**src/rtl/irq_level_arbiter.sv**
```systemverilog
module irq_level_arbiter #(
  parameter int NSRC = 27,
  parameter int LVLW = 3,
  parameter int VECW = 8,
  parameter int GRP  = 8,
  localparam int NGRP = (NSRC + GRP - 1) / GRP,
  localparam int AW   = $clog2(NGRP + 1),
  localparam int DW   = GRP * LVLW
) (
  input  logic            clk,
  input  logic            rst_n,
  input  logic [NSRC-1:0] req_i,
  input  logic            cfg_we,
  input  logic [AW-1:0]   cfg_addr,
  input  logic [DW-1:0]   cfg_wdata,
  output logic            irq_o,
  output logic [LVLW-1:0] level_o,
  output logic [VECW-1:0] vec_o
);
  localparam int IDXW = $clog2(NSRC);

  logic [NSRC*LVLW-1:0] lvl_q;
  logic [VECW-1:0]      base_q;
  logic [IDXW-1:0]      win_q;
  logic [LVLW-1:0]      best_lvl;
  logic [IDXW-1:0]      best_idx;
  logic                 hit;

  for (genvar i = 0; i < NSRC; i++) begin : g_lvl
    always_ff @(posedge clk or negedge rst_n)
      if (!rst_n)
        lvl_q[i*LVLW +: LVLW] <= '0;
      else if (cfg_we && cfg_addr == AW'(i / GRP))
        lvl_q[i*LVLW +: LVLW] <= cfg_wdata[(i % GRP)*LVLW +: LVLW];
  end

  always_ff @(posedge clk or negedge rst_n)
    if (!rst_n)
      base_q <= '0;
    else if (cfg_we && cfg_addr == AW'(NGRP))
      base_q <= cfg_wdata[VECW-1:0];

  always_comb begin
    best_lvl = '0;
    best_idx = '0;
    hit      = 1'b0;
    for (int i = NSRC - 1; i >= 0; i--) begin
      if (req_i[i] && lvl_q[i*LVLW +: LVLW] != '0 &&
          lvl_q[i*LVLW +: LVLW] >= best_lvl) begin
        best_lvl = lvl_q[i*LVLW +: LVLW];
        best_idx = IDXW'(i);
        hit      = 1'b1;
      end
    end
  end

  always_ff @(posedge clk or negedge rst_n)
    if (!rst_n) begin
      irq_o   <= 1'b0;
      level_o <= '0;
      vec_o   <= '0;
      win_q   <= '0;
    end else begin
      irq_o   <= hit;
      level_o <= best_lvl;
      vec_o   <= hit ? base_q + VECW'(best_idx) : '0;
      win_q   <= best_idx;
    end


  idle_zero_chk: assert property (@(posedge clk) disable iff (!rst_n)
    !irq_o |-> (level_o == '0 && vec_o == '0));


  req_level_chk: assert property (@(posedge clk) disable iff (!rst_n)
    irq_o |-> level_o != '0);


  winner_active_chk: assert property (@(posedge clk) disable iff (!rst_n)
    irq_o |-> |(($past(req_i) >> win_q) & NSRC'(1)));


  winner_level_chk: assert property (@(posedge clk) disable iff (!rst_n)
    irq_o |-> level_o == LVLW'($past(lvl_q) >> (win_q * LVLW)));
endmodule

```
**config.mk**
```make
export PLATFORM = sky130hd
export DESIGN_NAME = irq_level_arbiter
export DESIGN_NICKNAME = d
export VERILOG_FILES = /design/src/rtl/irq_level_arbiter.sv
export SDC_FILE = /design/constraint.sdc
export NUM_CORES = 1
export LEC_CHECK = 0
export BUFFER_PORTS_ARGS = -buffer_cell sky130_fd_sc_hd__buf_2
export CAP_MARGIN = 20
export CORE_ASPECT_RATIO = 1.5
export CORE_UTILIZATION = 59
export CTS_CLUSTER_DIAMETER = 100
export CTS_CLUSTER_SIZE = 8
export DETAILED_ROUTE_END_ITERATION = 7
export GPL_TIMING_DRIVEN = 0
export PLACE_DENSITY_LB_ADDON = 0.05
export SYNTH_ARGS = -nofsm -noshare
export SYNTH_HDL_FRONTEND = slang
export SYNTH_SLANG_ARGS = --single-unit
```
**constraint.sdc**
```tcl
create_clock -name clk -period 40.2 [get_ports clk]
set_input_delay 4.02 -clock clk [delete_from_list [all_inputs] [get_ports clk]]
set_output_delay 4.02 -clock clk [all_outputs]
set_load 0.02 [all_outputs]
```
After elaboration in Yosys (flattened, before gate mapping)
Index checks and enable logic that the tools add are counted.

Multipliers: 0. Divide/modulo/power cells: 0. Reductions and logical operators: 87. Equality and inequality tests: 4. Add/sub/neg operators: 1. Mux-type cells: 82. $lt $le $gt $ge: 27. Shifts and indexed selects: 0. Bitwise operators: 0.

Operators by type and width (number): $mux 5 (27); $mux 3 (27); $reduce_bool 3->1 (27); $ge 3x3->1 (26); $logic_and 1x1->1 (59); $mux 1 (27); $add 8x5->8 (1); $mux 8 (1); $eq 3x2->1 const B (2); $eq 3x1->1 const B (1); $eq 3x3->1 const B (1); $ge 3x1->1 const B (1); $logic_not 3->1 (1).

Logic and storage cells: 232. Memories: 0. Memory bits (writable): 0. Output and inout bits: 12. Bits in latches: 0. Register bits after elaboration: 101. ROM bits: 0.

Depth between registers and ports, before layout
Gate-level depths: netlist of the first run.

Depth in word-level cells: 84. Depth in mapped cells: 201. Mapped depth without buffers: 200.

Least setup slack after synthesis of the first run
Ideal clock, no wire load.

Kind: input to register. Start point: in req_i[26]. End point: reg vec_o[7]. Path buffers: 1. Setup slack: 1688 ps. Stages on the path: 189. Data arrival time: 38374 ps. Cells stage by stage: nand2_1 ha_1 nand2_1 o21ai_4 nand2_1 o21ai_0 ha_1 nand2b_1 maj3_1 a22oi_1 nand2_1 o21ai_0 ha_1 nand2b_1 o31a_1 a211oi_1 nor2_1 o22ai_1 [... 153 more ...] nor2_1 ha_1 nand2b_1 a21o_1 a21oi_1 nor2b_1 o31ai_1 and2_1 o21a_1 ha_1 a21o_1 a21oi_1 nor2b_1 o21ai_0 nand2b_1 nand3_1 xor2_1 nor2_1.

Word-level cells in the longest chain between the ends: 83. Elaborated cells between the ends (all ways): 136.

RTL lines: from (decl) (line 12) `input logic [NSRC-1:0] req_i,`; $logic_and 1x1->1 * (2 in series) (line 48) `if (req_i[i] && lvl_q[i*LVLW +: LVLW] != '0 &&`; $mux 3 (line 48); $ge 3x3->1 (line 49) `lvl_q[i*LVLW +: LVLW] >= best_lvl) begin`; $logic_and 1x1->1 (line 48); $mux 3 (line 48); $ge 3x3->1 (line 49); $logic_and 1x1->1 (line 48); $mux 3 (line 48); [... 66 more ...]; $ge 3x3->1 (line 49); $logic_and 1x1->1 (line 48); $mux 3 (line 48); $ge 3x3->1 (line 49); $logic_and 1x1->1 (line 48); $mux 5 (line 48); $add 8x5->8 (line 66) `vec_o <= hit ? base_q + VECW'(best_idx) : '0;`; $mux 8 * (line 66); to (signal assigned) (line 66); to (decl) (line 18) `output logic [VECW-1:0] vec_o`.

Every way passes the cells marked *; elsewhere a longest branch is shown, timed or not. A chain may end at the register's enable or synchronous reset.

Worst setup path in the final report of the first run
Same ends and word-level chain as after synthesis.

==> metrics.md, run 1 <==
| Metric | Value |
|---|---|
| Mapped cell area | 8270 µm² |
| Most frequent CP cell | ha_1 |
| Required time of the critical path | 40.42 ns |
| Root Buffer | clkbuf_16 |
| Status | completed |
| H-tree Lvls | 3 |
| Grt total ovfl | 0 |
| Initial antenna violation count | 0 |
| Max Root-Sink Buffers | 2 |
| Slew Limit Headroom | 52.1% |
| Top_reg_cell synth | dfrtp_1 |
| Fin crit share | 96.7% |
| Initial DRT Pass Iterations | 8 |
| CORE AREA | 13600 µm² |
| Vias | 8411 |
| Die area | 14500 µm² |
| Adder-Cell Fraction of Synth Area | 6.66% |
| Async SR Flop Fraction | 100% |
| Worst Skew | 0.00895 ns |
| Largest net degree at the start of global routing | 67 |
| GP Congestion | 0.900 |
| Leakage | 4.30 nW |
| Worst Setup Slack post-DPL | -3.57 ns |
| Cell Rows | 52 |
| I/O pin cnt | 69 |
| Design area | 10100 µm² |
| Routed wire length | 25.9 mm |
| Area leader, netlist | dfrtp_1 |
| Xor and xnor fraction of the mapped netlist area | 0.424% |
| Slowest cell on crit path | or3_4 |
| Crit path max-delay family | compound AO/OA/AOI/OAI gates |
| Post-synthesis simple-gate area fraction | 21.4% |
| Post-layout util | 74.1% |
| Peak VDD IR | 0.0000608 V |
| Max-cap viol count | 0 |
| GRT Total Usage | 35.2% |
| Yosys reg bits | 101 |
| CTS tree | yes |
| Clk Latency, worst-skew pair | 0.36 ns |
| Vias in the first global route | 7945 |
| Kind of critical path | input port to flip-flop |
| Syn_nets | 1082 |
| Tmin final | 38.86 ns |
| Placed cell areas | 8840 µm² |
| Post-Syn Instances | 988 |
| Buf+Inv Stages, Crit Path | 12 |
| Number of synthesized flops with an enable pin | 0 |
| Worst setup EP type | flip-flop |
| Reg clk slew, reported paths | 0.07 ns |
| DP Wirelength | 19.1 mm |
| # placed instances | 1219 |
| Crit path DAT | 39.09 ns |
| Clock sinks | 101 |
| Setup violators final | 0 |
| DRT iter0 DRCs | 557 |
| Post-route DRC | 0 |
| Starting density of the core | 60.8% |
| Num CTS Buffers | 9 |
| PortBufs | 68 |
| Crit-path max FO | 7 |
| Final setup TNS | 0 ns |
| Final Max Slew Viols | 0 |
| Finished Layout Cells | 1279 |
| Vias/cell | 6.58 |
| Ratio of cells with drive above 1 in the final layout | 28.9% |
| PwrDens | 76.6 nW/µm² |
| Top cell type's share of synthesized area | 30.6% |
| Setup WS post-layout | 1.34 ns |
| Synth warn | 0 |
| Top cells by area, synth | dfrtp_1 31%, mux2_2 8.0%, nand2_1 5.8% |
| Mapped Avg Cell Area | 8.37 µm² |
| Nets | 1206 |
| Layout area overhead | 21.9% |
| Die Y | 147 µm |
| Distinct cell type count after synthesis | 90 |
| Slowest stage delay, CP | 0.42 ns |
| ANT nets after route | 0 |
| Most common cell in the netlist | nand2_1 |
| First-pass GRT wire length | 39.4 mm |
| Largest family of logic cells by synthesized area | compound AO/OA/AOI/OAI gates |
| Compound-Gate Fraction of Synth Area | 28.8% |
| Mux cell area share after synthesis | 8.52% |
| Critical Path Source Type | input port |
| Register area share after synthesis | 30.6% |
| Synth cell count leaders | 128 x nand2_1, 101 x dfrtp_1, 83 x o21ai_0 |
| Worst Max-Slew Pin Slew | 0.709 ns |
| Diode count | 0 |
| DR WL/cell | 20.2 µm |
| Die X | 98.7 µm |
| Final hold vios | 0 |
| Fmax | 0.0257 GHz |
| Hold Path Class | flip-flop to flip-flop |
-- state kept, by name, indices dropped and copies added, names as in the netlist --
signal,count
base_q,8
lvl_q,81
irq_o,1
vec_o,8
level_o,3
-- per-stage QoR --
stage	hold slack [ns]	total power [W]
after global placement	0.498	0.000538
after detailed placement	0.505	0.000548
final	0.525	0.000772
after floorplan	0.477	0.000449
after global routing	0.545	0.000825
after CTS	0.524	0.000671
-- cells by family after synthesis --
family	after synthesis
simple gates	357
compound gates	341
flops	101
buf+inv	77
mux	63
fa+ha+maj	45
xor+xnor	4
-- path summary, 6_finish.rpt --
| check | cells past startpoint | endpoint | slack (ns) | from |
|---|---|---|---|---|
| worst max register to register | 191 | vec_o[7]$_DFF_PN0_ | 4.71 | lvl_q[80]$_DFFE_PN0P_ |
| worst min register to register | 1 | base_q[0]$_DFFE_PN0P_ | 0.52 | base_q[0]$_DFFE_PN0P_ |
| worst min-delay path | 1 | base_q[0]$_DFFE_PN0P_ | 0.52 | base_q[0]$_DFFE_PN0P_ |
| max in group asynchronous | 2 | base_q[5]$_DFFE_PN0P_ | 35.86 | rst_n |
| worst max-delay path | 192 | vec_o[7]$_DFF_PN0_ | 1.34 | req_i[26] |
| min in group asynchronous | 1 | lvl_q[19]$_DFFE_PN0P_ | 3.63 | rst_n |
-- power by group --
part | internal, W | total, W | switching [W]
logic | 0.000246 | 0.000526 | 0.000280
registers | 0.000128 | 0.000156 | 0.0000281
clock network | 0.0000504 | 0.0000906 | 0.0000402
total | 0.000424 | 0.000772 | 0.000348
-- timing repair --
action / CTS / global route
hold buffers: 0 / 0
buffers inserted: 16 / 27
pin swaps: 19 / 47
resized for setup: 47 / 91
endpoints found under the hold margin: 0 / 0
setup endpoints to repair: 12 / 12
-- layout by cell type, fill, tap and decap left out, types with 8 or more instances in the layout --
master     Yosys  final
nor2b_1       14     10
inv_1         53     52
o211ai_1      21     21
o21ai_2        2     13
buf_2          3     71
nor2_1        56     53
a21oi_2        4     10
nor3_1        21     17
clkbuf_1      16     18
buf_4          2     44
nand2b_1      26     15
o21ai_0       83     65
o21a_1        18     17
a21o_1         9      9
mux2_2        59     58
dfrtp_1      101    101
and3_1        16     15
and2_1        30     27
nand3_1       31     30
maj3_1         8      8
nand2b_4       0      9
a21oi_1       54     46
clkbuf_16      0      9
nand2_1      128    124
ha_1          36     32
o31ai_1       16     11
o21ai_1        5     12
-- area by class of cell --
type,instances,area [µm²]
multi-input combinational,810,6040
clock buffer,12,246
fill,1033,3520
buffer,23,101
inverter,54,203
clock inverter,4,55.1
tap,162,203
sequential,101,2530
timing repair buffer,113,702
-- layer usage --
| metal | track usage, % | up-vias | part of all wire [%] |
|---|---|---|---|
| met5 | 0 | - | 0 |
| met4 | 18.9 | 0 | 5.0 |
| met3 | 5.33 | 95 | 6.1 |
| met2 | 64.3 | 352 | 52 |
| met1 | 39.0 | 4040 | 37 |
| li1 | - | 3924 | - |
Note: power is estimated with default switching activity, not from simulation.
==> run 2: changes to the inputs <==
PLACE_DENSITY = 0.84   (was default)
PLACE_DENSITY_LB_ADDON = default   (was 0.05)
==> run 2 against run 1 <==
Net effect:
- the flow now finishes with violations (design-rule violations)
- design area increased by 3.4%
- clock skew down 0.0022 ns
- total power grew 10%
- first-iteration DRC count up 65%
- non-clock buffer count up 25
- sequential share of layout area down 0.82 points
- die area did not move
- critical path type unchanged
- critical endpoint is now vec_o[6]$_DFF_PN0_
- largest power group unchanged
==> metrics.md, run 2 (synthesis results as in run 1) <==
| Metric | Value |
|---|---|
| Status | finished with violations |
| Violated checks | design-rule violations |
| Reg clk slew, reported paths | 0.07 ns (about the same) |
| Buf+Inv Stages, Crit Path | 9 (-3) |
| Most frequent CP cell | ha_1 |
| Worst Max-Slew Pin Slew | 1.03 ns (+0.317 ns) |
| Crit-path max FO | 6 (-1) |
| R2R cell count | 193 (+1.0%) |
| Fmax | 0.0251 GHz (-2.4%) |
| Worst Hold End | base_q[2]$_DFFE_PN0P_ |
| Post-route DRC | 1 (+1) |
| Initial antenna violation count | 0 (unchanged) |
| DP Wirelength | 18.9 mm (-1.3%) |
| Crit path DAT | 40.05 ns (+0.96 ns) |
| Layout area overhead | 26.0% |
| Cell Rows | 52 (unchanged) |
| Slew Limit Headroom | 30.7% (-21 points) |
| Die Y | 147 µm (unchanged) |
| Kind of critical path | input port to flip-flop |
| Setup WS post-layout | 0.365 ns (-0.970 ns) |
| Worst setup EP type | flip-flop |
| Max Root-Sink Buffers | 2 (unchanged) |
| # fillers | 821 (-21%) |
| PwrDens | 81.6 nW/µm² (+6.5%) |
| Die area | 14500 µm² (unchanged) |
| Grt total ovfl | 0 (unchanged) |
| Crit path max-delay family | compound AO/OA/AOI/OAI gates |
| ANT nets after route | 0 (unchanged) |
| Hold Slack | 0.523 ns (-0.00152 ns) |
| Clock sinks | 101 (unchanged) |
| Tmin final | 39.83 ns (+0.970 ns) |
| Initial DRT Pass Iterations | 8 (unchanged) |
| Max-cap viol count | 0 (unchanged) |
| Nets | 1231 (+2.1%) |
| Root Buffer | clkbuf_16 |
| RR Startpoint | lvl_q[78]$_DFFE_PN0P_ |
| CTS hold repair buffers | 0 (unchanged) |
| Slowest cell on crit path | fa_1 |
| Starting density of the core | 60.8% (unchanged) |
| Final Max Slew Viols | 0 (unchanged) |
| DR WL/cell | 23.2 µm (+15%) |
| GRT Total Usage | 36.7% (+1.5 points) |
| Worst Setup Slack post-DPL | -3.77 ns (-0.199 ns) |
| Flop2flop setup slack | 3.74 ns (-0.97 ns) |
| Largest regs | lvl_q x81, base_q x8, vec_o x8 |
| Ratio of cells with drive above 1 in the final layout | 32.7% (+3.7 points) |
| Largest net degree at the start of global routing | 62 (-7.5%) |
| Setup violators final | 0 (unchanged) |
| Min-Delay Path Depth | 1 (unchanged) |
| Slowest stage delay, CP | 0.42 ns (about the same) |
| Clk Latency, worst-skew pair | 0.36 ns (about the same) |
| H-tree Lvls | 3 (unchanged) |
| Leakage | 4.49 nW (+4.4%) |
| PortBufs | 68 (unchanged) |
| Max FFs per register | 81 (unchanged) |
| Commonest non-fill, non-tap cells in the layout | 121 x nand2_1, 101 x dfrtp_1, 70 x buf_4 |
| Vias in the first global route | 8563 (+7.8%) |
| CTS tree | yes |
| First-pass GRT wire length | 41.6 mm (+5.6%) |
| Finished Layout Cells | 1304 (+2.0%) |
| Num CTS Buffers | 9 (unchanged) |
| Worst Skew | 0.00677 ns (-0.00218 ns) |
| Hold Path Class | flip-flop to flip-flop |
| Critical Path Source Type | input port |
| Commonest non-fill, non-tap cell in the layout | nand2_1 |
| Vias | 9386 (+12%) |
| Die X | 98.7 µm (unchanged) |
| CORE AREA | 13600 µm² (unchanged) |
| Most flops, register | lvl_q |
| Final hold vios | 0 (unchanged) |
| Hold_sp | base_q[2]$_DFFE_PN0P_ |
| Routed wire length | 30.3 mm (+17%) |
| # placed instances | 1219 (unchanged) |
| Fin crit share | 99.1% (+2.4 points) |
| Required time of the critical path | 40.41 ns (about the same) |
| Reg2reg end | vec_o[6]$_DFF_PN0_ |
| Vias/cell | 7.20 (+9.5%) |
| Peak VDD IR | 0.0000652 V (+7.2%) |
| Diode count | 0 (unchanged) |
| DRT iter0 DRCs | 917 (+65%) |
| GP Congestion | 0.978 (+8.6%) |
| I/O pin cnt | 69 (unchanged) |
## run 2: cell count changes in the layout (fill, tap and decap cells not counted), sizes merged
cell    delta
buf       +23
inv        +2
clkbuf     -1
clkinv     +1
## run 2: cell type report
class / instances / area (µm²) / area share (%)
clock buffers: 9 / 225 / 2.16
clock inverters: 7 / 80.1 / 0.768
inverters: 54 / 203 / 1.95
well taps: 162 / 203 / 1.95
multi-input cells: 810 / 6190 / 59.4
repair buffers: 138 / 888 / 8.52
flip-flops and latches: 101 / 2530 / 24.3
plain buffers: 23 / 101 / 0.973
## run 2: worst max-delay path by stage
stage,start,end,depth (start not counted)
final,req_i[26],vec_o[6]$_DFF_PN0_,194
after global routing,req_i[26],vec_o[5]$_DFF_PN0_,198
after CTS,req_i[26],vec_o[7]$_DFF_PN0_,191
after detailed placement,req_i[26],vec_o[7]$_DFF_PN0_,194
after global placement,req_i[26],vec_o[7]$_DFF_PN0_,192
after floorplan,req_i[26],vec_o[7]$_DFF_PN0_,189
## run 2: layer usage
layer	track usage [%]	part of all wire (%)
met4	21.6	7.7
met5	0	0
met2	63.2	48
met3	8.23	10
met1	41.4	34
## run 2: worst reg2reg max path: cells and delay by family (launching register included)
family,cells,cell delay (ns)
XOR/XNOR,1,0.21
flip-flops,1,0.41
AO/OA/AOI/OAI,83,15.02
buffers and inverters,8,0.82
AND/OR/NAND/NOR,64,9.44
adder cells (fa/ha/maj),33,9.45
multiplexers,4,1.00
## run 2: timing repair
item,4_1_cts,5_1_grt
buffers inserted,23,45
pin swaps,22,76
setup endpoints to repair,12,12
gates resized for setup,58,113
## run 2: power breakdown
part	internal (W)	leakage (nW)	switching (W)
sequential	0.000128	1.21	0.0000297
clock	0.0000492	0.148	0.0000421
combinational	0.000277	3.13	0.000325
total	0.000454	4.49	0.000396
## run 2: stage by stage
stage | setup TNS [ns] | cell area, µm² | power (W) | util (%)
floorplan | 0 | 8270 | 0.000449 | -
global placement | -29.16 | 8810 | 0.000535 | 64.8
detailed placement | -36.96 | 8840 | 0.000547 | 65.0
CTS | 0 | 9560 | 0.000687 | 70.3
global route | -8.91 | 10400 | 0.000896 | 76.6
finish | 0 | 10400 | 0.000850 | 76.6
